$ cat src/rtl/kws_pkg.sv
package kws_pkg;

    typedef enum logic [1:0] {
        ST_IDLE = 2'd0,
        ST_SCAN = 2'd1,
        ST_EMIT = 2'd2
    } run_state_e;

endpackage

$ cat src/rtl/kws_lane_cmp.sv
module kws_lane_cmp #(
    parameter int CNT_W = 7
) (
    input  logic [CNT_W-1:0] count,
    input  logic [CNT_W-1:0] limit,
    output logic             hit
);

    always_comb begin
        hit = (count > limit);
    end

endmodule

$ cat src/rtl/kws_hist_scan.sv
module kws_hist_scan #(
    parameter int MAX_BIN   = 120,
    parameter int K_WIN     = 512,
    parameter int N_ENTRIES = 8192,
    localparam int BIN_W    = $clog2(MAX_BIN + 1),
    localparam int TOT_W    = $clog2(N_ENTRIES + 1)
) (
    input  logic             clk,
    input  logic             rst_n,
    input  logic             go,
    output logic             hist_ren,
    output logic [BIN_W-1:0] hist_raddr,
    input  logic [TOT_W-1:0] hist_rdata,
    output logic             fin,
    output logic [BIN_W-1:0] thr
);

    localparam logic [TOT_W:0]   K_EXT   = (TOT_W + 1)'(K_WIN);
    localparam logic [BIN_W-1:0] TOP_BIN = BIN_W'(MAX_BIN);

    typedef struct packed {
        logic             busy;
        logic             issuing;
        logic [BIN_W-1:0] issue;
        logic             pend;
        logic [BIN_W-1:0] tag;
        logic [TOT_W-1:0] total;
        logic             fin;
        logic [BIN_W-1:0] thr;
    } scan_t;

    scan_t        scan_d, scan_q;
    logic [TOT_W:0] sum_w;
    logic           stop_now;

    always_comb begin
        scan_d      = scan_q;
        scan_d.fin  = 1'b0;
        scan_d.pend = 1'b0;
        sum_w       = {1'b0, scan_q.total} + {1'b0, hist_rdata};
        stop_now    = scan_q.pend && ((sum_w >= K_EXT) || (scan_q.tag == '0));

        if (go && !scan_q.busy) begin
            scan_d.busy    = 1'b1;
            scan_d.issuing = 1'b1;
            scan_d.issue   = TOP_BIN;
            scan_d.total   = '0;
        end else if (scan_q.busy) begin
            if (scan_q.issuing) begin
                scan_d.pend = 1'b1;
                scan_d.tag  = scan_q.issue;
                if (scan_q.issue == '0) begin
                    scan_d.issuing = 1'b0;
                end else begin
                    scan_d.issue = scan_q.issue - 1'b1;
                end
            end
            if (scan_q.pend) begin
                scan_d.total = sum_w[TOT_W-1:0];
                if (stop_now) begin
                    scan_d.busy    = 1'b0;
                    scan_d.issuing = 1'b0;
                    scan_d.pend    = 1'b0;
                    scan_d.fin     = 1'b1;
                    scan_d.thr     = scan_q.tag;
                end
            end
        end
    end

    always_ff @(posedge clk or negedge rst_n) begin
        if (!rst_n) begin
            scan_q <= '0;
        end else begin
            scan_q <= scan_d;
        end
    end

    assign hist_ren   = scan_q.busy && scan_q.issuing;
    assign hist_raddr = scan_q.issue;
    assign fin        = scan_q.fin;
    assign thr        = scan_q.thr;

    AST_SCAN_STEP: assert property (@(posedge clk) disable iff (!rst_n)
        (hist_ren && $past(hist_ren)) |-> (hist_raddr == BIN_W'($past(hist_raddr) - 1'b1)));

    AST_SCAN_TOP: assert property (@(posedge clk) disable iff (!rst_n)
        (hist_ren && !$past(hist_ren)) |-> (hist_raddr == TOP_BIN));

    AST_STOP_BIN: assert property (@(posedge clk) disable iff (!rst_n)
        fin |-> ((thr == '0) || ({1'b0, scan_q.total} >= K_EXT)));

    AST_NO_OVERFLOW: assert property (@(posedge clk) disable iff (!rst_n)
        scan_q.pend |-> !sum_w[TOT_W]);

endmodule

$ cat src/rtl/kws_vec_emit.sv
module kws_vec_emit #(
    parameter int N_ENTRIES = 8192,
    parameter int LANES     = 64,
    parameter int MAX_BIN   = 120,
    localparam int CNT_W    = $clog2(MAX_BIN + 1),
    localparam int WORDS    = N_ENTRIES / LANES,
    localparam int WA_W     = $clog2(WORDS)
) (
    input  logic                   clk,
    input  logic                   rst_n,
    input  logic                   go,
    input  logic [CNT_W-1:0]       thr_in,
    output logic                   cnt_ren,
    output logic [WA_W-1:0]        cnt_raddr,
    input  logic [LANES*CNT_W-1:0] cnt_rdata,
    output logic                   out_valid,
    output logic [WA_W-1:0]        out_idx,
    output logic [LANES-1:0]       out_bits,
    output logic                   out_last
);

    localparam logic [WA_W-1:0] LAST_WORD = WA_W'(WORDS - 1);

    typedef struct packed {
        logic             run;
        logic [WA_W-1:0]  issue;
        logic             pend;
        logic [WA_W-1:0]  ptag;
        logic [CNT_W-1:0] thr;
        logic             ov;
        logic [WA_W-1:0]  oidx;
        logic [LANES-1:0] obits;
        logic             olast;
    } emit_t;

    emit_t            emit_d, emit_q;
    logic [LANES-1:0] lane_hit;

    for (genvar g = 0; g < LANES; g++) begin : g_lane
        kws_lane_cmp #(.CNT_W(CNT_W)) u_cmp (
            .count (cnt_rdata[g*CNT_W +: CNT_W]),
            .limit (emit_q.thr),
            .hit   (lane_hit[g])
        );
    end

    always_comb begin
        emit_d       = emit_q;
        emit_d.pend  = 1'b0;
        emit_d.ov    = 1'b0;
        emit_d.olast = 1'b0;

        if (go && !emit_q.run) begin
            emit_d.run   = 1'b1;
            emit_d.issue = '0;
            emit_d.thr   = thr_in;
        end else if (emit_q.run) begin
            emit_d.pend = 1'b1;
            emit_d.ptag = emit_q.issue;
            if (emit_q.issue == LAST_WORD) begin
                emit_d.run = 1'b0;
            end else begin
                emit_d.issue = emit_q.issue + 1'b1;
            end
        end

        if (emit_q.pend) begin
            emit_d.ov    = 1'b1;
            emit_d.oidx  = emit_q.ptag;
            emit_d.obits = lane_hit;
            emit_d.olast = (emit_q.ptag == LAST_WORD);
        end
    end

    always_ff @(posedge clk or negedge rst_n) begin
        if (!rst_n) begin
            emit_q <= '0;
        end else begin
            emit_q <= emit_d;
        end
    end

    assign cnt_ren   = emit_q.run;
    assign cnt_raddr = emit_q.issue;
    assign out_valid = emit_q.ov;
    assign out_idx   = emit_q.oidx;
    assign out_bits  = emit_q.obits;
    assign out_last  = emit_q.olast;

    AST_WORD_SEQ: assert property (@(posedge clk) disable iff (!rst_n)
        (out_valid && $past(out_valid)) |-> (out_idx == WA_W'($past(out_idx) + 1'b1)));

    AST_FIRST_WORD: assert property (@(posedge clk) disable iff (!rst_n)
        (out_valid && !$past(out_valid)) |-> (out_idx == '0));

    AST_DONE_LAST: assert property (@(posedge clk) disable iff (!rst_n)
        out_last |-> (out_valid && (out_idx == LAST_WORD)));

endmodule

$ cat src/rtl/kwin_select.sv
module kwin_select #(
    parameter int N_ENTRIES = 8192,
    parameter int MAX_BIN   = 120,
    parameter int K_WIN     = 512,
    parameter int LANES     = 64,
    localparam int BIN_W    = $clog2(MAX_BIN + 1),
    localparam int TOT_W    = $clog2(N_ENTRIES + 1),
    localparam int WORDS    = N_ENTRIES / LANES,
    localparam int WA_W     = $clog2(WORDS)
) (
    input  logic                   clk,
    input  logic                   rst_n,
    input  logic                   start,
    output logic                   hist_ren,
    output logic [BIN_W-1:0]       hist_raddr,
    input  logic [TOT_W-1:0]       hist_rdata,
    output logic                   cnt_ren,
    output logic [WA_W-1:0]        cnt_raddr,
    input  logic [LANES*BIN_W-1:0] cnt_rdata,
    output logic [BIN_W-1:0]       thresh,
    output logic                   win_valid,
    output logic [WA_W-1:0]        win_widx,
    output logic [LANES-1:0]       win_bits,
    output logic                   done
);

    import kws_pkg::*;

    typedef struct packed {
        run_state_e       state;
        logic [BIN_W-1:0] thresh;
    } top_t;

    top_t             top_d, top_q;
    logic             scan_go;
    logic             scan_fin;
    logic [BIN_W-1:0] scan_thr;
    logic             emit_go;
    logic             emit_last;

    kws_hist_scan #(
        .MAX_BIN   (MAX_BIN),
        .K_WIN     (K_WIN),
        .N_ENTRIES (N_ENTRIES)
    ) u_scan (
        .clk        (clk),
        .rst_n      (rst_n),
        .go         (scan_go),
        .hist_ren   (hist_ren),
        .hist_raddr (hist_raddr),
        .hist_rdata (hist_rdata),
        .fin        (scan_fin),
        .thr        (scan_thr)
    );

    kws_vec_emit #(
        .N_ENTRIES (N_ENTRIES),
        .LANES     (LANES),
        .MAX_BIN   (MAX_BIN)
    ) u_emit (
        .clk       (clk),
        .rst_n     (rst_n),
        .go        (emit_go),
        .thr_in    (scan_thr),
        .cnt_ren   (cnt_ren),
        .cnt_raddr (cnt_raddr),
        .cnt_rdata (cnt_rdata),
        .out_valid (win_valid),
        .out_idx   (win_widx),
        .out_bits  (win_bits),
        .out_last  (emit_last)
    );

    always_comb begin
        top_d   = top_q;
        scan_go = 1'b0;
        emit_go = 1'b0;
        case (top_q.state)
            ST_IDLE: begin
                if (start) begin
                    scan_go     = 1'b1;
                    top_d.state = ST_SCAN;
                end
            end
            ST_SCAN: begin
                if (scan_fin) begin
                    emit_go      = 1'b1;
                    top_d.thresh = scan_thr;
                    top_d.state  = ST_EMIT;
                end
            end
            ST_EMIT: begin
                if (emit_last) begin
                    top_d.state = ST_IDLE;
                end
            end
            default: top_d.state = ST_IDLE;
        endcase
    end

    always_ff @(posedge clk or negedge rst_n) begin
        if (!rst_n) begin
            top_q <= '{state: ST_IDLE, thresh: '0};
        end else begin
            top_q <= top_d;
        end
    end

    assign thresh = top_q.thresh;
    assign done   = win_valid && emit_last;

    AST_THR_HOLD: assert property (@(posedge clk) disable iff (!rst_n)
        (top_q.state == ST_EMIT) |=> $stable(thresh));

    AST_START_IGNORED: assert property (@(posedge clk) disable iff (!rst_n)
        (start && (top_q.state == ST_EMIT) && !emit_last) |=> (top_q.state == ST_EMIT));

    AST_DONE_PULSE: assert property (@(posedge clk) disable iff (!rst_n)
        done |=> !done);

endmodule

$ cat config.mk
export PLATFORM = sky130hd
export DESIGN_NAME = kwin_select
export DESIGN_NICKNAME = d
export VERILOG_FILES = /design/src/rtl/kws_pkg.sv /design/src/rtl/kws_lane_cmp.sv /design/src/rtl/kws_hist_scan.sv /design/src/rtl/kws_vec_emit.sv /design/src/rtl/kwin_select.sv
export SDC_FILE = /design/constraint.sdc
export NUM_CORES = 1
export LEC_CHECK = 0
export ABC_AREA = 1
export CAP_MARGIN = 30
export CORE_AREA = 2 2 220 222
export DETAILED_ROUTE_END_ITERATION = 12
export DIE_AREA = 0 0 222 224
export PLACE_DENSITY_LB_ADDON = 0.3
export SLEW_MARGIN = 20
export SYNTH_ARGS = -nofsm -noshare
export SYNTH_HDL_FRONTEND = slang
export SYNTH_HIERARCHICAL = 1
export SYNTH_SLANG_ARGS = --single-unit
export TNS_END_PERCENT = 20
$ cat constraint.sdc
create_clock -name clk -period 2.68 [get_ports clk]
set_input_delay 0.402 -clock clk [delete_from_list [all_inputs] [get_ports clk]]
set_output_delay 0.402 -clock clk [all_outputs]
set_load 0.005 [all_outputs]
[After elaboration in Yosys (flattened, before gate mapping)]
Cells that the tools add are included.
Cells by class
  add/subtract/negate cells: 3
  $lt $le $gt $ge: 65
  bitwise operators: 2
  reductions and logical operators: 23
  muxes and demuxes: 28
  equality and inequality tests: 9
Operator list (number)
  7-bit greater-than comparator: 64
  73-bit 2-to-1 mux: 1
  8-bit 2-to-1 mux: 5
  39-bit 2-to-1 mux: 1
  16-bit 2-to-1 mux: 2
  22-bit 2-to-1 mux: 1
  9-bit 2-to-1 mux: 2
  14-bit by 14-bit adder with 15-bit output: 1
  15-bit by 10-bit greater-or-equal comparator with 1-bit output (second input constant): 1
  7-bit equality test (second input constant): 2
  7-bit zero test: 2
  14-bit 2-to-1 mux: 1
  7-bit 2-to-1 mux: 2
  3-bit AND reduction: 3
  1-bit 2-to-1 mux: 8
  2-bit 2-to-1 mux: 4
  2-bit by 1-bit inequality test with 1-bit output (second input constant): 4
  2-bit AND reduction: 4
  2-bit nonzero test: 4
  7-bit by 1-bit adder with 7-bit output (second input constant): 1
  7-bit by 1-bit subtractor with 7-bit output (second input constant): 1
  2-bit one-hot mux with 3 select lines: 1
  1-bit logical AND: 5
  4-bit AND reduction: 1
  7 further kinds: 9
Word-level totals
  logic and storage cells: 149
  output and inout port bits: 96
  input port bits: 465
  bits in registers: 144

[Logic depth before layout (Yosys ltp)]
Gate-level depths: netlist (run 1).
  depth after elaboration: 8
  mapped depth: 15
  mapped depth without buffers: 15

[Hierarchy]
The synthesis (run 1) kept the hierarchy.
By module, submodules not included
  kws_lane_cmp: times used 64, area an instance 196.4 sq um, cells each 32, sequential area each 0.0 sq um
  kws_vec_emit: times used 1, area an instance 4306.6 sq um, cells each 334, sequential area each 2402.3 sq um
  kws_hist_scan: times used 1, area an instance 2529.9 sq um, cells each 347, sequential area each 975.9 sq um
  kwin_select: times used 1, area an instance 470.5 sq um, cells each 53, sequential area each 225.2 sq um

[Least setup slack after synthesis (run 1)]
No wires, ideal clock.
  kind: register to register
  start: reg u_emit/emit_q[79] (netlist bit)
  end: reg u_emit.emit_q, in the netlist u_emit/out_bits[0]
  period minus slack after synthesis: 2.344 ns
  setup slack: 0.336 ns
  data arrival time: 2.219 ns
  cell stages (with the launch flop): 8
  required time: 2.555 ns
  library setup time: 0.125 ns
  buffers on the path: 0
  path through: dfrtp_1 > inv_1 > ha_1 > nand2_2 > inv_1 > a21oi_1 > a21oi_1 > mux2_2
Between the ends
  longest elaborated chain between the ends: 1
RTL lines
  start, declared: line kws_vec_emit.sv:36  | emit_t emit_d, emit_q;
  start signal, assigned: line kws_vec_emit.sv:79  | emit_q <= emit_d;
  7-bit greater-than comparator: line kws_lane_cmp.sv:10  | hit = (count > limit);
  net u_emit.lane_hit[0]: line kws_vec_emit.sv:37  | logic [LANES-1:0] lane_hit;
The timed path passes the listed nets, and every way through them passes these cells.
A chain may end at the register's enable or synchronous reset.

[Worst setup path in the final report (run 1)]
  start: reg u_emit.emit_q, in the netlist u_emit/cnt_ren
  end: out cnt_ren
RTL lines
  end, declared: line kwin_select.sv:17  | output logic cnt_ren,
No word-level cell between the ends.

==> results of run 1 <==
-- layout by cell type (no fill, tap or decap), types with 12 or more instances in the layout --
master             n
buf_4             48
inv_1            695
mux2_2            71
nor2_2            69
dfrtp_1          136
nand2_2           68
clkbuf_16         17
o21ai_0           27
a21oi_1          205
nand3b_1          65
clkdlybuf4s50_1  559
nand2_1          593
diode_2           12
ha_1             464
nor3_1            65
nand4_1           13
nor2_1            30
nand3_1          118
-- per-stage QoR --
stage	area [um^2]	hold slack [ns]	std cells	total power, uW
4_1_cts	26500	0.489	3929	21300
5_1_grt	26500	0.515	3936	23500
3_5_place_dp	25900	0.425	3896	18700
6_report	26500	0.479	3941	21100
3_3_place_gp	25900	0.421	3896	18400
2_1_floorplan	19900	0.106	2782	14200
-- cells by family (layout without fill, tap and decap cells) --
logic type / Yosys count / count (layout) / share of synthesized area, %
xor+xnor: 2 / 2 / 0.0881
compound gates: 244 / 244 / 6.28
simple gates: 1034 / 1034 / 24.3
mux: 75 / 75 / 4.32
fa+ha+maj: 465 / 465 / 29.3
other cells: 0 / 12 / 0
flops: 144 / 144 / 18.1
buf+inv: 818 / 1350 / 17.6
-- per-layer routing --
metal	global-route usage [%]	vias to the layer above
met1	31.1	8547
met2	45.8	458
met3	6.64	91
li1	-	9719
met4	7.98	6
met5	0	-
-- cell usage after synthesis, drive strengths merged --
master	n	area share, %
inv	701	13
nand2	665	14
ha	464	29
a21oi	205	5.2
dfrtp	144	18
nand3	121	3.2
buf	111	4.2
nor2	100	2.8
mux2	75	4.3
nor3	66	1.7
nand3b	65	2.5
o21ai	32	0.86
nand4	13	0.41
clkbuf	6	0.11
o22ai	3	0.094
a21boi	2	0.076
and2	2	0.063
xnor2	2	0.088
a31o	1	0.044
fa	1	0.10
nor4	1	0.063
o31ai	1	0.038
or2	1	0.031
-- sequential cells by signal (all words and copies together) (netlist names), 2 cells and up --
register / count
u_emit/emit_q: 15
top_q: 2
u_emit/out_bits: 64
u_scan/thr: 7
thresh: 7
u_scan/hist_raddr: 7
u_emit/cnt_raddr: 7
u_scan/scan_q: 24
u_emit/out_idx: 7
-- worst paths after layout --
kind	startpoint	endpoint	depth (start not counted)	slack, ns
min	thresh[4]$_DFFE_PN0P_	thresh[4]$_DFFE_PN0P_	2	0.48
max reg2reg	u_emit/emit_q[78]$_DFFE_PN0P_	u_emit/out_bits[49]$_DFFE_PN0P_	8	0.54
min in group asynchronous	rst_n	u_scan/hist_raddr[1]$_DFFE_PN0P_	2	0.51
max	u_emit/cnt_ren$_DFF_PN0_	cnt_ren	1	0.48
min reg2reg	thresh[4]$_DFFE_PN0P_	thresh[4]$_DFFE_PN0P_	2	0.48
max in group asynchronous	rst_n	u_emit/emit_q[87]$_DFF_PN0_	3	1.46
-- report_power, final --
group          internal [uW]  switching (uW)
clock                   1330            1130
combinational           6740            7670
sequential              3160            1120
-- layout make-up --
| class | count | area share [%] |
|---|---|---|
| timing repair buffer | 617 | 23.1 |
| multi-input combinational | 1820 | 48.1 |
| clock buffer | 19 | 1.67 |
| sequential | 144 | 13.6 |
| tap | 615 | 2.90 |
| clock inverter | 13 | 0.486 |
| inverter | 701 | 9.93 |
| antenna | 12 | 0.113 |
==> flow_summary.json, run 1 <==
{
  "status": "completed",
  "routed_wl_um": 65200,
  "p_leak_uw": 0.0131,
  "postCtsHoldBufs": 1,
  "crit_path_max_incr_delay_ns": 0.73,
  "grt_pass1_vias": 17900,
  "grt_max_degree": 59,
  "synth_cells": 2782,
  "critPathBufInv": 1,
  "synthToLayoutAreaGrowth_pct": 33.5,
  "cpMaxStageDelayCell": "dfrtp_1",
  "start_util_pct": 42.0,
  "routed-wl-met2_um": 31100,
  "cellPowerDensity_nw_per_um2": 797,
  "nets": 4231,
  "synth_cell_types": 39,
  "drt-met1-wl_um": 28200,
  "vias": 18800,
  "routabilityCongestion": 0.909,
  "worst_slew_pin_slew_ns": 0.630,
  "clk_root_buffer_cell": "clkbuf_16",
  "die_w_um": 222,
  "drive_gt1_share_pct": 9.93,
  "critical-path-top-delay-family": "flip-flops",
  "clkLatencyLatePin_ns": 0.44,
  "drc_errors": 0,
  "final-seq-area_um2": 3620,
  "setup_tns_ns": 0,
  "grt_first_pass_wirelength_um": 100000,
  "ys_warn_count": 6,
  "port-buffer-count": 560,
  "syn_nets": 3712,
  "rows": 80,
  "antenna_found_initial": 17,
  "rsz0062_at_grt": "false",
  "fmax_mhz": 455,
  "die_area_um2": 49700,
  "routed_via_density": 4.78,
  "hold_viol_final": 0,
  "multi_input_area_um2": 12800,
  "ys_seq_elements": 144,
  "final_util_pct": 56.1,
  "boundaryPins": 561,
  "drt_iter0_markers": 816,
  "slew_violations": 0,
  "dieHeight_um": 224,
  "dp_hpwl_um": 52600,
  "max_slew_margin_pct": 57.9,
  "cts_setup_buffers": 0,
  "finalSetupViolCount": 0,
  "core_um2": 47300,
  "critPathArrivalTime_ns": 1.80,
  "avgRoutedWirePerCell_um": 16.5,
  "wl_met3_um": 3980,
  "crit_path_max_fanout": 15,
  "drt-pass1-iter-count": 5,
  "crit_path_end_kind": "output pin",
  "seq_area_frac_synth_pct": 18.1,
  "cts.path.max_buffers": 2,
  "nFillCells": 4560,
  "netlist_area_um2": 19900,
  "hold_class": "register to register",
  "cts.sinks": 144,
  "htreeDepth": 4,
  "finalCritPeriodShare_pct": 82.0,
  "grt_use_total_pct": 26.0,
  "pre_cts_ws_ns": 0.0608,
  "cp.required_ns": 2.28,
  "skew_ns": 0.0120,
  "crit_path_start_kind": "register",
  "finalWorstSetupSlack_ns": 0.483,
  "ant_nets": 0,
  "crit_type": "register to output pin",
  "post_cts_resized": 0,
  "syn_avg_cell_area_um2": 7.15,
  "clk_pin_slew_worst_paths_ns": 0.07,
  "top_layer": "met5",
  "fin_crit_ns": 2.20,
  "maxCapViolCount": 0,
  "peakVddDrop_uv": 576,
  "grt_overflow_total": 0,
  "numCtsBuffers": 17,
  "path_cells": "clkdlybuf4s50_1",
  "cts_tree": "done"
}
(Power assumes the default switching activity.)
==> run 2, diff against run 1 <==
- clock period: 2.68 -> 2.2 ns (I/O delays scaled with it)
==> run 2 against run 1 <==
Non-clock buffer count shrank 4. Routed wire length is 0.50% lower. Critical path type is now register to register. Largest power group unchanged. Setup slack worse by 0.34 ns. Global-route usage decreased by 0.084 points.
==> flow_summary.json, run 2 (synthesized netlist as in run 1, its figures left out) <==
{
  "status": "completed",
  "vias": 18800,
  "cp.required_ns": 2.59,
  "crit_path_end_kind": "register",
  "finalSetupViolCount": 0,
  "die_area_um2": 49700,
  "swShare_pct": 46.7,
  "power.internal_uw": 14000,
  "rows": 80,
  "clk_root_buffer_cell": "clkbuf_16",
  "antenna_found_initial": 29,
  "clock_power_share_pct": 12.3,
  "port-buffer-count": 560,
  "numCtsBuffers": 17,
  "largest_register_ffs": 64,
  "rsz0062_at_grt": "false",
  "p_leak_uw": 0.0131,
  "hold_viol_final": 0,
  "r2r_setup_slack_ns": 0.14,
  "drt_iter0_markers": 800,
  "hold_ws_ns": 0.357,
  "path_cells": "ha_2 > inv_1 > fa_2 > inv_2 > buf_4 > nand3_1 > nand3_1 > nand2_1 > nand2_2 > nand2_2 > nor2_4 > nand2_4 > nand2_8 > inv_4 > nor2_2",
  "grt_max_degree": 42,
  "critPathArrivalTime_ns": 2.45,
  "drc_errors": 0,
  "dp_hpwl_um": 51100,
  "cpMaxStageDelayCell": "dfrtp_1",
  "final_cell_mix": "694 x inv_1, 590 x nand2_1, 559 x clkdlybuf4s50_1, 463 x ha_1, 205 x a21oi_1",
  "grt_overflow_total": 0,
  "worst_slew_pin_slew_ns": 0.691,
  "p_sw_uw": 12200,
  "grt_first_pass_wirelength_um": 98800,
  "fin_crit_ns": 2.06,
  "max_slew_margin_pct": 53.9,
  "maxCapViolCount": 0,
  "placed_area_um2": 26000,
  "drive_gt1_share_pct": 10.1,
  "power_frac_seq_pct": 18.8,
  "routed_wl_um": 64900,
  "peakVddDrop_uv": 844,
  "combPwrFrac_pct": 68.9,
  "finalCritPeriodShare_pct": 93.5,
  "routabilityCongestion": 0.900,
  "cts_tree": "done",
  "avgRoutedWirePerCell_um": 16.4,
  "crit_path_max_incr_delay_ns": 0.36,
  "critical-path-top-delay-family": "simple AND/OR/NAND/NOR gates",
  "cts.sinks": 144,
  "core_um2": 47300,
  "hold_class": "input pin to asynchronous set/reset pin",
  "start_util_pct": 42.0,
  "dieHeight_um": 224,
  "critPathBufInv": 4,
  "crit_path_max_fanout": 8,
  "crit_type": "register to register",
  "ant_nets": 0,
  "slew_violations": 0,
  "cts.path.max_buffers": 2,
  "boundaryPins": 561,
  "crit_path_start_kind": "register",
  "routed_via_density": 4.76,
  "clk_pin_slew_worst_paths_ns": 0.07,
  "drt-pass1-iter-count": 5,
  "cellPowerDensity_nw_per_um2": 980,
  "nets": 4228,
  "skew_ns": 0.0116,
  "layout_commonest_cell": "inv_1",
  "grt_pass1_vias": 17700,
  "fin_area_um2": 26700,
  "grt_use_total_pct": 25.9,
  "fmax_mhz": 486,
  "htreeDepth": 4,
  "clkLatencyLatePin_ns": 0.46,
  "synthToLayoutAreaGrowth_pct": 34.4,
  "die_w_um": 222
}
[run 2: cell count changes in the layout (fill, tap and decap cells not counted), sizes merged]
cell,previous run,this run
buf,57,53
bufinv,1,2
clkbuf,19,18
clkinv,5,1
clkinvlp,1,0
diode,12,21
inv,707,712
nand2,665,666
[run 2: layout make-up]
cell class              count  area, um^2
repair buffers            613        6220
inverters                 701        2640
fillers                  4526       20600
flip-flops and latches    144        3620
clock inverters            14         188
well taps                 615         769
multi-input cells        1821       12800
clock buffers              18         429
diodes                     21        52.6
[run 2: layer usage]
metal,track usage [%],vias up,wire [um]
met5,0,-,54
met4,10.3,10,2190
met2,43.9,455,30700
met1,30.9,8481,27400
li1,-,9737,-
met3,7.67,102,4570
[run 2: final timing paths]
kind                                              startpoint                          endpoint  cells past startpoint
worst max-delay path            u_scan/scan_q[8]$_DFFE_PN0P_       u_scan/scan_q[38]$_DFF_PN0_                     15
worst min-delay path                                   rst_n  u_scan/hist_raddr[5]$_DFFE_PN0P_                      2
worst max register to register  u_scan/scan_q[8]$_DFFE_PN0P_       u_scan/scan_q[38]$_DFF_PN0_                     15
worst min register to register         thresh[6]$_DFFE_PN0P_             thresh[6]$_DFFE_PN0P_                      2
max in group asynchronous                              rst_n     u_emit/emit_q[73]$_DFFE_PN0P_                      3
min in group clk                       thresh[6]$_DFFE_PN0P_             thresh[6]$_DFFE_PN0P_                      2
[run 2: repair_timing]
| action | CTS | global route |
|---|---|---|
| endpoints found under the hold margin | 37 | 0 |
| gates resized for setup | 0 | 10 |
| setup buffers | 0 | 1 |
| endpoints found under the setup margin | 0 | 11 |
| hold buffers | 1 | 0 |
[run 2: power by group through the flow]
stage	logic, uW	clock network [uW]	registers [uW]
after floorplan	12200	0	4980
after global placement	17500	0	4950
after detailed placement	17900	0	4950
after CTS	18000	3330	4920
after global routing	20500	3430	5080
final	18000	3230	4920
[run 2: per-stage QoR]
| stage | TNS, ns | power, uW | util, % | std cells | setup WS [ns] |
|---|---|---|---|---|---|
| finish | 0 | 26200 | 56.5 | 3947 | 0.142 |
| global route | 0 | 29100 | 56.4 | 3943 | 0.00392 |
| CTS | 0 | 26300 | 56.2 | 3924 | 0.0438 |
| detailed placement | -3.91 | 22900 | 54.9 | 3891 | -0.368 |
| global placement | -3.67 | 22500 | 54.9 | 3891 | -0.347 |
| floorplan | 0 | 17200 | - | 2782 | 0.265 |
